File: config.mk
export PLATFORM = sky130hd
export DESIGN_NAME = pwm8_timer
export DESIGN_NICKNAME = d
export VERILOG_FILES = /design/src/rtl/pwm8_pkg.sv /design/src/rtl/pwm8_regs.sv /design/src/rtl/pwm8_counter.sv /design/src/rtl/pwm8_wave.sv /design/src/rtl/pwm8_timer.sv
export SDC_FILE = /design/constraint.sdc
export NUM_CORES = 1
export LEC_CHECK = 0
export BUFFER_PORTS_ARGS = -buffer_cell sky130_fd_sc_hd__clkbuf_2
export CORE_ASPECT_RATIO = 1.75
export CORE_MARGIN = 5
export CORE_UTILIZATION = 45
export DETAILED_ROUTE_END_ITERATION = 10
export SLEW_MARGIN = 5
export SYNTH_ARGS = -nofsm -noshare
export SYNTH_HDL_FRONTEND = slang
export SYNTH_SLANG_ARGS = --single-unit
export TNS_END_PERCENT = 20
File: constraint.sdc
create_clock -name clk -period 3.7 [get_ports clk]
set_clock_uncertainty 0.2 [all_clocks]
set_input_delay 0.555 -clock clk [delete_from_list [all_inputs] [get_ports clk]]
set_output_delay 0.555 -clock clk [all_outputs]
set_load 0.01 [all_outputs]
File: src/rtl/pwm8_pkg.sv
package pwm8_pkg;

    localparam int ADDR_W = 3;

    localparam logic [ADDR_W-1:0] ADDR_CTRL  = 3'd0;
    localparam logic [ADDR_W-1:0] ADDR_CMPA  = 3'd1;
    localparam logic [ADDR_W-1:0] ADDR_CMPB  = 3'd2;
    localparam logic [ADDR_W-1:0] ADDR_COUNT = 3'd3;
    localparam logic [ADDR_W-1:0] ADDR_FLAG  = 3'd4;

    typedef enum logic [1:0] {
        WK_NORMAL = 2'd0,
        WK_CTC    = 2'd1,
        WK_FAST   = 2'd2,
        WK_PHASE  = 2'd3
    } wave_kind_e;

    typedef struct packed {
        wave_kind_e kind;
        logic       top_from_a;
    } wave_cfg_t;

    // Reserved codes fall back to plain up-counting.
    function automatic wave_cfg_t decode_mode(input logic [2:0] code);
        wave_cfg_t c;
        c.kind       = WK_NORMAL;
        c.top_from_a = 1'b0;
        case (code)
            3'd1: begin c.kind = WK_PHASE; c.top_from_a = 1'b0; end
            3'd2: begin c.kind = WK_CTC;   c.top_from_a = 1'b1; end
            3'd3: begin c.kind = WK_FAST;  c.top_from_a = 1'b0; end
            3'd5: begin c.kind = WK_PHASE; c.top_from_a = 1'b1; end
            3'd7: begin c.kind = WK_FAST;  c.top_from_a = 1'b1; end
            default: begin c.kind = WK_NORMAL; c.top_from_a = 1'b0; end
        endcase
        return c;
    endfunction

    function automatic logic is_immediate(input wave_kind_e k);
        return (k == WK_NORMAL) || (k == WK_CTC);
    endfunction

endpackage

File: src/rtl/pwm8_regs.sv
module pwm8_regs
    import pwm8_pkg::*;
#(
    parameter int W = 8
) (
    input  logic              clk,
    input  logic              rst,
    input  logic              wr_en,
    input  logic [ADDR_W-1:0] wr_addr,
    input  logic [W-1:0]      wr_data,
    input  logic [ADDR_W-1:0] rd_addr,
    input  logic [W-1:0]      cnt,
    input  logic              immediate,
    input  logic              load_evt,
    input  logic              ovf_evt,
    output logic [2:0]        mode,
    output logic [1:0]        com,
    output logic [W-1:0]      eff_a,
    output logic [W-1:0]      eff_b,
    output logic              ovf_flag,
    output logic [W-1:0]      rd_data
);

    logic [W-1:0] buf_a, buf_b;
    logic [W-1:0] buf_a_nx, buf_b_nx;
    logic         wr_ctrl, wr_flag_clr;

    assign wr_ctrl     = wr_en && (wr_addr == ADDR_CTRL);
    assign wr_flag_clr = wr_en && (wr_addr == ADDR_FLAG) && wr_data[0];

    always_comb begin
        buf_a_nx = buf_a;
        buf_b_nx = buf_b;
        if (wr_en && (wr_addr == ADDR_CMPA)) buf_a_nx = wr_data;
        if (wr_en && (wr_addr == ADDR_CMPB)) buf_b_nx = wr_data;
    end

    always_ff @(posedge clk) begin
        if (rst) begin
            mode     <= '0;
            com      <= '0;
            buf_a    <= '0;
            buf_b    <= '0;
            eff_a    <= '0;
            eff_b    <= '0;
            ovf_flag <= 1'b0;
        end else begin
            if (wr_ctrl) begin
                mode <= wr_data[2:0];
                com  <= wr_data[5:4];
            end
            buf_a <= buf_a_nx;
            buf_b <= buf_b_nx;
            if (immediate) begin
                eff_a <= buf_a_nx;
                eff_b <= buf_b_nx;
            end else if (load_evt) begin
                eff_a <= buf_a;
                eff_b <= buf_b;
            end
            if (ovf_evt)          ovf_flag <= 1'b1;
            else if (wr_flag_clr) ovf_flag <= 1'b0;
        end
    end

    always_comb begin
        rd_data = '0;
        case (rd_addr)
            ADDR_CTRL: begin
                rd_data[2:0] = mode;
                rd_data[5:4] = com;
            end
            ADDR_CMPA:  rd_data = buf_a;
            ADDR_CMPB:  rd_data = buf_b;
            ADDR_COUNT: rd_data = cnt;
            ADDR_FLAG:  rd_data[0] = ovf_flag;
            default:    rd_data = '0;
        endcase
    end

endmodule

File: src/rtl/pwm8_counter.sv
module pwm8_counter
    import pwm8_pkg::*;
#(
    parameter int W = 8
) (
    input  logic       clk,
    input  logic       rst,
    input  logic       tick,
    input  logic       load,
    input  logic [W-1:0] load_val,
    input  wave_kind_e kind,
    input  logic [W-1:0] top,
    output logic [W-1:0] cnt,
    output logic       adv,
    output logic       at_top,
    output logic       step_up,
    output logic       ovf_evt
);

    localparam logic [W-1:0] MAXV = '1;
    localparam logic [W-1:0] ONE  = {{(W-1){1'b0}}, 1'b1};

    logic         dir_up;
    logic [W-1:0] nxt_cnt;
    logic         nxt_up;
    logic         ovf_hit;

    assign adv = tick && !load;

    always_comb begin
        if (kind == WK_PHASE) at_top = dir_up && (cnt >= top);
        else                  at_top = (cnt == top);
        step_up = dir_up ? !at_top : (cnt == '0);
    end

    always_comb begin
        nxt_cnt = cnt;
        nxt_up  = dir_up;
        if (kind == WK_PHASE) begin
            if (dir_up) begin
                if (at_top) begin
                    nxt_cnt = (cnt == '0) ? '0 : cnt - ONE;
                    nxt_up  = 1'b0;
                end else begin
                    nxt_cnt = cnt + ONE;
                end
            end else begin
                if (cnt == '0) begin
                    nxt_cnt = (top == '0) ? '0 : ONE;
                    nxt_up  = 1'b1;
                end else begin
                    nxt_cnt = cnt - ONE;
                end
            end
        end else begin
            nxt_cnt = at_top ? '0 : cnt + ONE;
            nxt_up  = 1'b1;
        end
    end

    always_comb begin
        case (kind)
            WK_PHASE: ovf_hit = (cnt == '0);
            WK_FAST:  ovf_hit = (cnt == top);
            default:  ovf_hit = (cnt == MAXV);
        endcase
    end

    assign ovf_evt = adv && ovf_hit;

    always_ff @(posedge clk) begin
        if (rst) begin
            cnt    <= '0;
            dir_up <= 1'b1;
        end else begin
            if (load) begin
                cnt <= load_val;
            end else if (adv) begin
                cnt    <= nxt_cnt;
                dir_up <= nxt_up;
            end
            if (kind != WK_PHASE) dir_up <= 1'b1;
        end
    end

endmodule

File: src/rtl/pwm8_wave.sv
module pwm8_wave
    import pwm8_pkg::*;
#(
    parameter int W = 8
) (
    input  logic         clk,
    input  logic         rst,
    input  logic         adv,
    input  wave_kind_e   kind,
    input  logic [1:0]   com,
    input  logic [W-1:0] cnt,
    input  logic [W-1:0] cmp,
    input  logic [W-1:0] top,
    input  logic         at_top,
    input  logic         step_up,
    output logic         pin_q
);

    logic special, hit, non_inv, pin_nx;

    always_comb begin
        special = com[1] && (cmp == top);
        hit     = (cnt == cmp) && !special;
        non_inv = (com == 2'b10);
        pin_nx  = pin_q;
        if (com[1]) begin
            case (kind)
                WK_FAST: begin
                    if (at_top)   pin_nx = non_inv;
                    else if (hit) pin_nx = !non_inv;
                end
                WK_PHASE: begin
                    if (hit)                     pin_nx = step_up ? !non_inv : non_inv;
                    else if (special && at_top)  pin_nx = non_inv;
                end
                default: begin
                    if (hit) pin_nx = !non_inv;
                end
            endcase
        end
    end

    always_ff @(posedge clk) begin
        if (rst)      pin_q <= 1'b0;
        else if (adv) pin_q <= pin_nx;
    end

endmodule

File: src/rtl/pwm8_timer.sv
module pwm8_timer
    import pwm8_pkg::*;
#(
    parameter int W = 8
) (
    input  logic              clk,
    input  logic              rst,
    input  logic              tick,
    input  logic              wr_en,
    input  logic [ADDR_W-1:0] wr_addr,
    input  logic [W-1:0]      wr_data,
    input  logic [ADDR_W-1:0] rd_addr,
    output logic [W-1:0]      rd_data,
    input  logic              gpio_in,
    output logic              pwm_out,
    output logic              ovf_flag,
    output logic [W-1:0]      count_out
);

    localparam logic [W-1:0] MAXV = '1;

    logic [2:0]   mode;
    logic [1:0]   com;
    logic [W-1:0] eff_a, eff_b, top, cnt;
    wave_cfg_t    cfg;
    wave_kind_e   kind;
    logic         immediate, load_evt, cnt_wr;
    logic         adv, at_top, step_up, ovf_evt, pin_q;

    assign cfg       = decode_mode(mode);
    assign kind      = cfg.kind;
    assign top       = cfg.top_from_a ? eff_a : MAXV;
    assign immediate = is_immediate(kind);
    assign cnt_wr    = wr_en && (wr_addr == ADDR_COUNT);
    assign load_evt  = adv && at_top && !immediate;

    pwm8_regs #(.W(W)) regs_i (
        .clk       (clk),
        .rst       (rst),
        .wr_en     (wr_en),
        .wr_addr   (wr_addr),
        .wr_data   (wr_data),
        .rd_addr   (rd_addr),
        .cnt       (cnt),
        .immediate (immediate),
        .load_evt  (load_evt),
        .ovf_evt   (ovf_evt),
        .mode      (mode),
        .com       (com),
        .eff_a     (eff_a),
        .eff_b     (eff_b),
        .ovf_flag  (ovf_flag),
        .rd_data   (rd_data)
    );

    pwm8_counter #(.W(W)) cnt_i (
        .clk      (clk),
        .rst      (rst),
        .tick     (tick),
        .load     (cnt_wr),
        .load_val (wr_data),
        .kind     (kind),
        .top      (top),
        .cnt      (cnt),
        .adv      (adv),
        .at_top   (at_top),
        .step_up  (step_up),
        .ovf_evt  (ovf_evt)
    );

    pwm8_wave #(.W(W)) wave_i (
        .clk     (clk),
        .rst     (rst),
        .adv     (adv),
        .kind    (kind),
        .com     (com),
        .cnt     (cnt),
        .cmp     (eff_b),
        .top     (top),
        .at_top  (at_top),
        .step_up (step_up),
        .pin_q   (pin_q)
    );

    assign pwm_out   = com[1] ? pin_q : gpio_in;
    assign count_out = cnt;

endmodule

==> results of run 1 <==
final cells by class:
| class | instances | area share (%) |
|---|---|---|
| tap | 88 | 2.79 |
| clock inverter | 2 | 0.318 |
| multi-input combinational | 334 | 60.2 |
| timing repair buffer | 53 | 8.13 |
| inverter | 10 | 0.953 |
| sequential | 48 | 24.4 |
| clock buffer | 5 | 3.18 |
state kept, by name, summed over array words and instances, names as in the netlist:
| register | count |
|---|---|
| regs_i.mode | 3 |
| regs_i.buf_a | 8 |
| regs_i.com | 2 |
| cnt_i.dir_up | 1 |
| regs_i.ovf_flag | 1 |
| regs_i.buf_b | 8 |
| regs_i.eff_a | 8 |
| cnt_i.cnt | 8 |
| regs_i.eff_b | 8 |
| wave_i.pin_q | 1 |
through the flow:
step / util [%] / power [uW] / hold WS (ps) / std cells / worst slack, ps
after floorplan: - / 709 / 266 / 423 / 437
after global placement: 50.2 / 782 / 286 / 533 / 197
after detailed placement: 50.2 / 785 / 293 / 533 / 92.9
after CTS: 52.0 / 1230 / 301 / 540 / 65.9
after global routing: 52.1 / 1280 / 326 / 540 / 50.5
final: 52.1 / 1220 / 303 / 540 / 209
report_power, final:
group	switching [uW]	internal, uW	total (uW)
sequential	26.5	532	559
combinational	129	88.1	217
clock	203	246	449
worst min-delay path: cells and delay by family, from the launching register on:
family	cells	cell delay, ps
compound gates	1	70
flops	1	320
simple gates	1	50
cells in the final DEF (no fill, tap or decap), types with 5 or more instances in the layout:
cell type / synthesis / layout
a211oi_1: 18 / 18
a21oi_1: 20 / 20
a22oi_1: 5 / 5
and2_1: 13 / 13
and3_1: 6 / 6
buf_4: 3 / 16
clkbuf_16: 0 / 5
clkbuf_2: 0 / 36
dfxtp_1: 48 / 48
ha_1: 9 / 9
inv_1: 10 / 10
mux2i_1: 34 / 34
mux4_2: 5 / 5
nand2_1: 27 / 27
nand2b_1: 5 / 5
nand3_1: 6 / 6
nand4_1: 6 / 6
nor2_1: 58 / 57
nor2b_1: 6 / 6
nor3_1: 15 / 15
nor4_1: 5 / 5
o21ai_0: 6 / 6
o31ai_1: 7 / 7
xnor2_1: 11 / 11
per-layer routing:
metal  up-vias  global-route usage, %
met5         -                      0
met2       112                   43.1
met4         0                   13.7
met1      1633                   24.3
li1       1640                      -
met3        34                   2.70
how the worst max path moves through the flow:
| stage | startpoint | end | slack [ps] | cells after the start |
|---|---|---|---|---|
| after floorplan | regs_i.mode[1]$_SDFFE_PP0P_ | wave_i.pin_q$_SDFFE_PP0P_ | 440 | 12 |
| after global placement | regs_i.mode[0]$_SDFFE_PP0P_ | cnt_i.cnt[3]$_SDFFE_PP0P_ | 200 | 12 |
| after detailed placement | regs_i.mode[0]$_SDFFE_PP0P_ | cnt_i.cnt[4]$_SDFFE_PP0P_ | 90 | 12 |
| after CTS | regs_i.mode[0]$_SDFFE_PP0P_ | cnt_i.cnt[4]$_SDFFE_PP0P_ | 70 | 12 |
| after global routing | regs_i.mode[2]$_SDFFE_PP0P_ | wave_i.pin_q$_SDFFE_PP0P_ | 50 | 11 |
| final | regs_i.mode[0]$_SDFFE_PP0P_ | cnt_i.cnt[5]$_SDFFE_PP0P_ | 210 | 11 |
cells by family after synthesis:
group,count (synthesis)
and+or+nand+nor,171
AOI/OAI and AO/OA,98
DFF,48
muxes,44
buffers and inverters,41
xor gates and xnor gates,12
adders and majority gates,9
==> flow_metrics.env, run 1 <==
export IMPL_status="complete, no violations"
export IMPL_num_vias=3419
export IMPL_first_pass_iters=4
export IMPL_dr_first_iter_drc_count=180
export IMPL_initial_core_util_pct=46.4
export IMPL_ys_types=64
export IMPL_final_hold_violation_count=0
export IMPL_min_path_cells=2
export IMPL_fmax_mhz=286
export IMPL_met1_length_um=4200
export IMPL_cpMostUsedCell="nor2_1"
export IMPL_die_h_um=127
export IMPL_core_um2=7570
export IMPL_postCtsSetupBuffers=0
export IMPL_grt_total_usage_pct=23.2
export IMPL_synthTopCellsByCount="58 x nor2_1, 48 x dfxtp_1, 34 x mux2i_1"
export IMPL_r2r_end="cnt_i.cnt[5]$_SDFFE_PP0P_"
export IMPL_dp_final_hpwl_um=8440
export IMPL_drt_total_wl_um=11200
export IMPL_yosys_warnings=0
export IMPL_yosys_register_bits=48
export IMPL_crit_buf_inv=0
export IMPL_synthCells=423
export IMPL_crit_path_cell_trace="nor3b_2, nor2_2, nor2_1, ha_1, nand4_1, nor2_1, o21a_1, o31a_1, nor4b_1, o41ai_1, a211oi_1"
export IMPL_drive_gt1_share_pct=17.7
export IMPL_endpoint_kind="register"
export IMPL_path_delay_family="compound AO/OA/AOI/OAI gates"
export IMPL_grt_pass1_vias=3506
export IMPL_cts_buffer_depth=2
export IMPL_route_met2_wl_um=5890
export IMPL_syn_nets=451
export IMPL_synth_edf_count=0
export IMPL_row_count=42
export IMPL_io_buffers=36
export IMPL_area_delta_synth_final_pct=12.3
export IMPL_cts_root_buf="clkbuf_16"
export IMPL_cp_start_kind="register"
export IMPL_n_fill_cell=795
export IMPL_critPathMaxStageDelay_ps=500
export IMPL_synth_top_area_share_pct=27.4
export IMPL_antenna_found_initial=0
export IMPL_synth_area_mux_share_pct=14.5
export IMPL_post_route_cell_area_um2=3940
export IMPL_placed_area_um2=3800
export IMPL_leakage_uw=0.00160
export IMPL_power_density_nw_per_um2=311
export IMPL_ys_seq_area_share_pct=27.4
export IMPL_worstRegToRegCells=11
export IMPL_synthFlopType="dfxtp_1"
export IMPL_grt_max_degree=47
export IMPL_tightest_slew_ps=1030
export IMPL_period_share_pct=94.4
export IMPL_cp_slowest_cell="dfxtp_1"
export IMPL_io_pin_count=37
export IMPL_cts_resized=0
export IMPL_grt_setup_unrepaired="false"
export IMPL_cts_max_level=2
export IMPL_cts_sinks=48
export IMPL_cap_violations=0
export IMPL_nets=480
export IMPL_reg2reg_slack_ps=210
export IMPL_die_w_um=76.7
export IMPL_worstPathMaxFanout=12
export IMPL_syn_area_um2=3510
export IMPL_avgSynthCellArea_um2=8.29
export IMPL_setup_viol=0
export IMPL_slew_violations=0
export IMPL_async_flop_share_pct=0
export IMPL_place_congestion=0.993
export IMPL_antenna_cells=0
export IMPL_clk_insertion_delay_late_ps=290
export IMPL_grt_overflow_total=0
export IMPL_relSlewSlack_pct=31.5
export IMPL_synth_compound_area_share_pct=21.3
export IMPL_drc_errors=0
export IMPL_numCtsBuffers=5
export IMPL_post_route_min_period_ps=3490
export IMPL_whs_endpoint="regs_i.buf_a[2]$_SDFF_PP0_"
export IMPL_yosys_top_cells_area="dfxtp_1 27%, mux2i_1 9.7%, nor2_1 6.2%"
export IMPL_postCtsHoldBufs=0
export IMPL_seqCellArea_um2=961
export IMPL_tritoncts="built"
export IMPL_worstPathArrival_ps=3420
export IMPL_yosys_area_top_type="dfxtp_1"
export IMPL_vdd_drop_max_uv=187
export IMPL_hp_start="regs_i.buf_a[2]$_SDFF_PP0_"
export IMPL_tns_ps=0
export IMPL_synth_xor_area_share_pct=3.00
export IMPL_synth_top_family_by_area="simple AND/OR/NAND/NOR gates"
export IMPL_yosysMostFrequentCell="nor2_1"
export IMPL_wire_per_inst_um=20.8
export IMPL_r2r_start="regs_i.mode[0]$_SDFFE_PP0P_"
export IMPL_synthAdderAreaFrac_pct=3.21
export IMPL_die_area_um2=9730
export IMPL_cts_clk_slew_worst_paths_ps=70
export IMPL_worstSetupPathType="reg -> reg"
export IMPL_synthSimpleGateAreaFrac_pct=25.6
export IMPL_route_top_layer_used="met4"
export IMPL_hold_path_class="reg -> reg"
export IMPL_multi_input_area_um2=2370
export IMPL_worstPathRequired_ps=3630
export IMPL_grt_pass1_wl_um=18100
export IMPL_ant_nets=0
export IMPL_met3_length_um=534
export IMPL_via_per_inst=6.33
Note: power is estimated with default switching activity, not from simulation.
==> inputs of run 2 (changes only) <==
- clock period: 3.7 -> 4.1 ns (I/O delays scaled with it)
==> run 2 against run 1 <==
Register-to-register slack gained 190 ps. Highest routed layer unchanged. Utilization shrank 0.61 points. First-iteration DRC count grew 12%. Worst setup slack gained 190 ps. Non-clock buffer count shrank 6.
==> flow_metrics.env, run 2 (synthesis results as in run 1) <==
export IMPL_place_ws_ps=300
export IMPL_grt_pass1_wl_um=18000
export IMPL_cp_slowest_cell="dfxtp_1"
export IMPL_first_pass_iters=5
export IMPL_ant_nets=0
export IMPL_cpMostUsedCell="nor2_1"
export IMPL_initial_core_util_pct=46.4
export IMPL_internal_power_uw=786
export IMPL_tns_ps=0
export IMPL_die_area_um2=9730
export IMPL_n_fill_cell=786
export IMPL_antenna_cells=0
export IMPL_cts_root_buf="clkbuf_16"
export IMPL_tightest_slew_ps=1010
export IMPL_via_per_inst=6.41
export IMPL_worstPathMaxFanout=12
export IMPL_critPathMaxStageDelay_ps=500
export IMPL_die_h_um=127
export IMPL_switching_power_uw=328
export IMPL_clkPwrFrac_pct=37.2
export IMPL_fmax_mhz=270
export IMPL_layout_commonest_cell="nor2_1"
export IMPL_postCtsHoldBufs=0
export IMPL_relSlewSlack_pct=32.6
export IMPL_tritoncts="built"
export IMPL_post_route_min_period_ps=3710
export IMPL_clk_insertion_delay_late_ps=290
export IMPL_worstSetupPathType="reg -> reg"
export IMPL_hold_path_class="reg -> reg"
export IMPL_postCtsSetupBuffers=0
export IMPL_dr_first_iter_drc_count=202
export IMPL_dp_cells=527
export IMPL_row_count=42
export IMPL_combPwrFrac_pct=17.4
export IMPL_setup_viol=0
export IMPL_num_vias=3429
export IMPL_grt_total_usage_pct=23.3
export IMPL_worstPathRequired_ps=4030
export IMPL_grt_pass1_vias=3404
export IMPL_worstPathArrival_ps=3640
export IMPL_cts_buffer_depth=2
export IMPL_numCtsBuffers=5
export IMPL_io_pin_count=37
export IMPL_cts_max_level=2
export IMPL_grt_overflow_total=0
export IMPL_slew_violations=0
export IMPL_wire_per_inst_um=21.1
export IMPL_swShare_pct=29.5
export IMPL_cts_clk_slew_worst_paths_ps=70
export IMPL_reg2reg_slack_ps=390
export IMPL_area_delta_synth_final_pct=11.0
export IMPL_drt_total_wl_um=11300
export IMPL_vdd_drop_max_uv=316
export IMPL_cts_sinks=48
export IMPL_setup_ws_ps=394
export IMPL_io_buffers=36
export IMPL_place_congestion=0.980
export IMPL_status="complete, no violations"
export IMPL_cp_start_kind="register"
export IMPL_leakage_uw=0.00157
export IMPL_core_um2=7570
export IMPL_die_w_um=76.7
export IMPL_power_density_nw_per_um2=286
export IMPL_instances_no_fill=535
export IMPL_nets=474
export IMPL_cts_resized=0
export IMPL_cap_violations=0
export IMPL_grt_max_degree=47
export IMPL_endpoint_kind="register"
export IMPL_final_hold_violation_count=0
export IMPL_period_share_pct=90.4
export IMPL_dp_final_hpwl_um=8410
export IMPL_holdWs_ps=304
export IMPL_antenna_found_initial=0
export IMPL_drive_gt1_share_pct=16.6
export IMPL_final_core_util_pct=51.5
export IMPL_layout_common_cells="58 x nor2_1, 48 x dfxtp_1, 36 x clkbuf_2"
export IMPL_grt_setup_unrepaired="false"
export IMPL_crit_path_cell_trace="nor3b_2, nor2_1, nor2_1, ha_1, nand4_1, nor2_1, o21a_1, o31a_1, nor4b_1, o41ai_1, a211oi_1"
export IMPL_pwr_share_seq_pct=45.4
export IMPL_drc_errors=0
run 2: changes by cell type in the layout (fill, tap and decap cells not counted), sizes merged:
cell / before / now
buf: 17 / 11
clkbuf: 41 / 42
run 2: layout make-up:
class	count	area, um^2	area share [%]
tap	88	110	2.83
clock buffer	6	129	3.31
multi-input combinational	334	2380	61.1
sequential	48	961	24.7
inverter	10	37.5	0.964
timing repair buffer	47	263	6.75
clock inverter	2	16.3	0.418
run 2: through the flow:
step	instance area (um^2)	power [uW]
floorplan	3510	640
global placement	3740	706
detailed placement	3740	708
CTS	3890	1120
global route	3890	1170
finish	3890	1110
run 2: layer usage:
metal	GRT usage (%)	up-vias	routed length, um
li1	-	1629	-
met1	25.8	1647	4280
met2	40.8	114	5860
met3	3.26	39	466
met4	15.4	0	656
met5	0	-	0
run 2: critical path: cells and delay by family, from the launching register on:
kind / cells / cell delay, ps
and+or+nand+nor: 6 / 1260
AOI/OAI and AO/OA: 4 / 1260
DFF: 1 / 500
adders and majority gates: 1 / 320
run 2: power groups by stage:
| stage | Combinational, uW | Clock (uW) | Sequential [uW] |
|---|---|---|---|
| finish | 194 | 415 | 506 |
| global route | 212 | 450 | 507 |
| CTS | 193 | 426 | 505 |
| detailed placement | 192 | 0 | 516 |
| global placement | 190 | 0 | 516 |
| floorplan | 134 | 0 | 506 |
run 2: worst paths after layout:
path / start / to / cells after the start
max reg2reg: regs_i.mode[2]$_SDFFE_PP0P_ / cnt_i.cnt[5]$_SDFFE_PP0P_ / 11
min: regs_i.buf_a[1]$_SDFF_PP0_ / regs_i.buf_a[1]$_SDFF_PP0_ / 2
max: regs_i.mode[2]$_SDFFE_PP0P_ / cnt_i.cnt[5]$_SDFFE_PP0P_ / 11
min reg2reg: regs_i.buf_a[1]$_SDFF_PP0_ / regs_i.buf_a[1]$_SDFF_PP0_ / 2
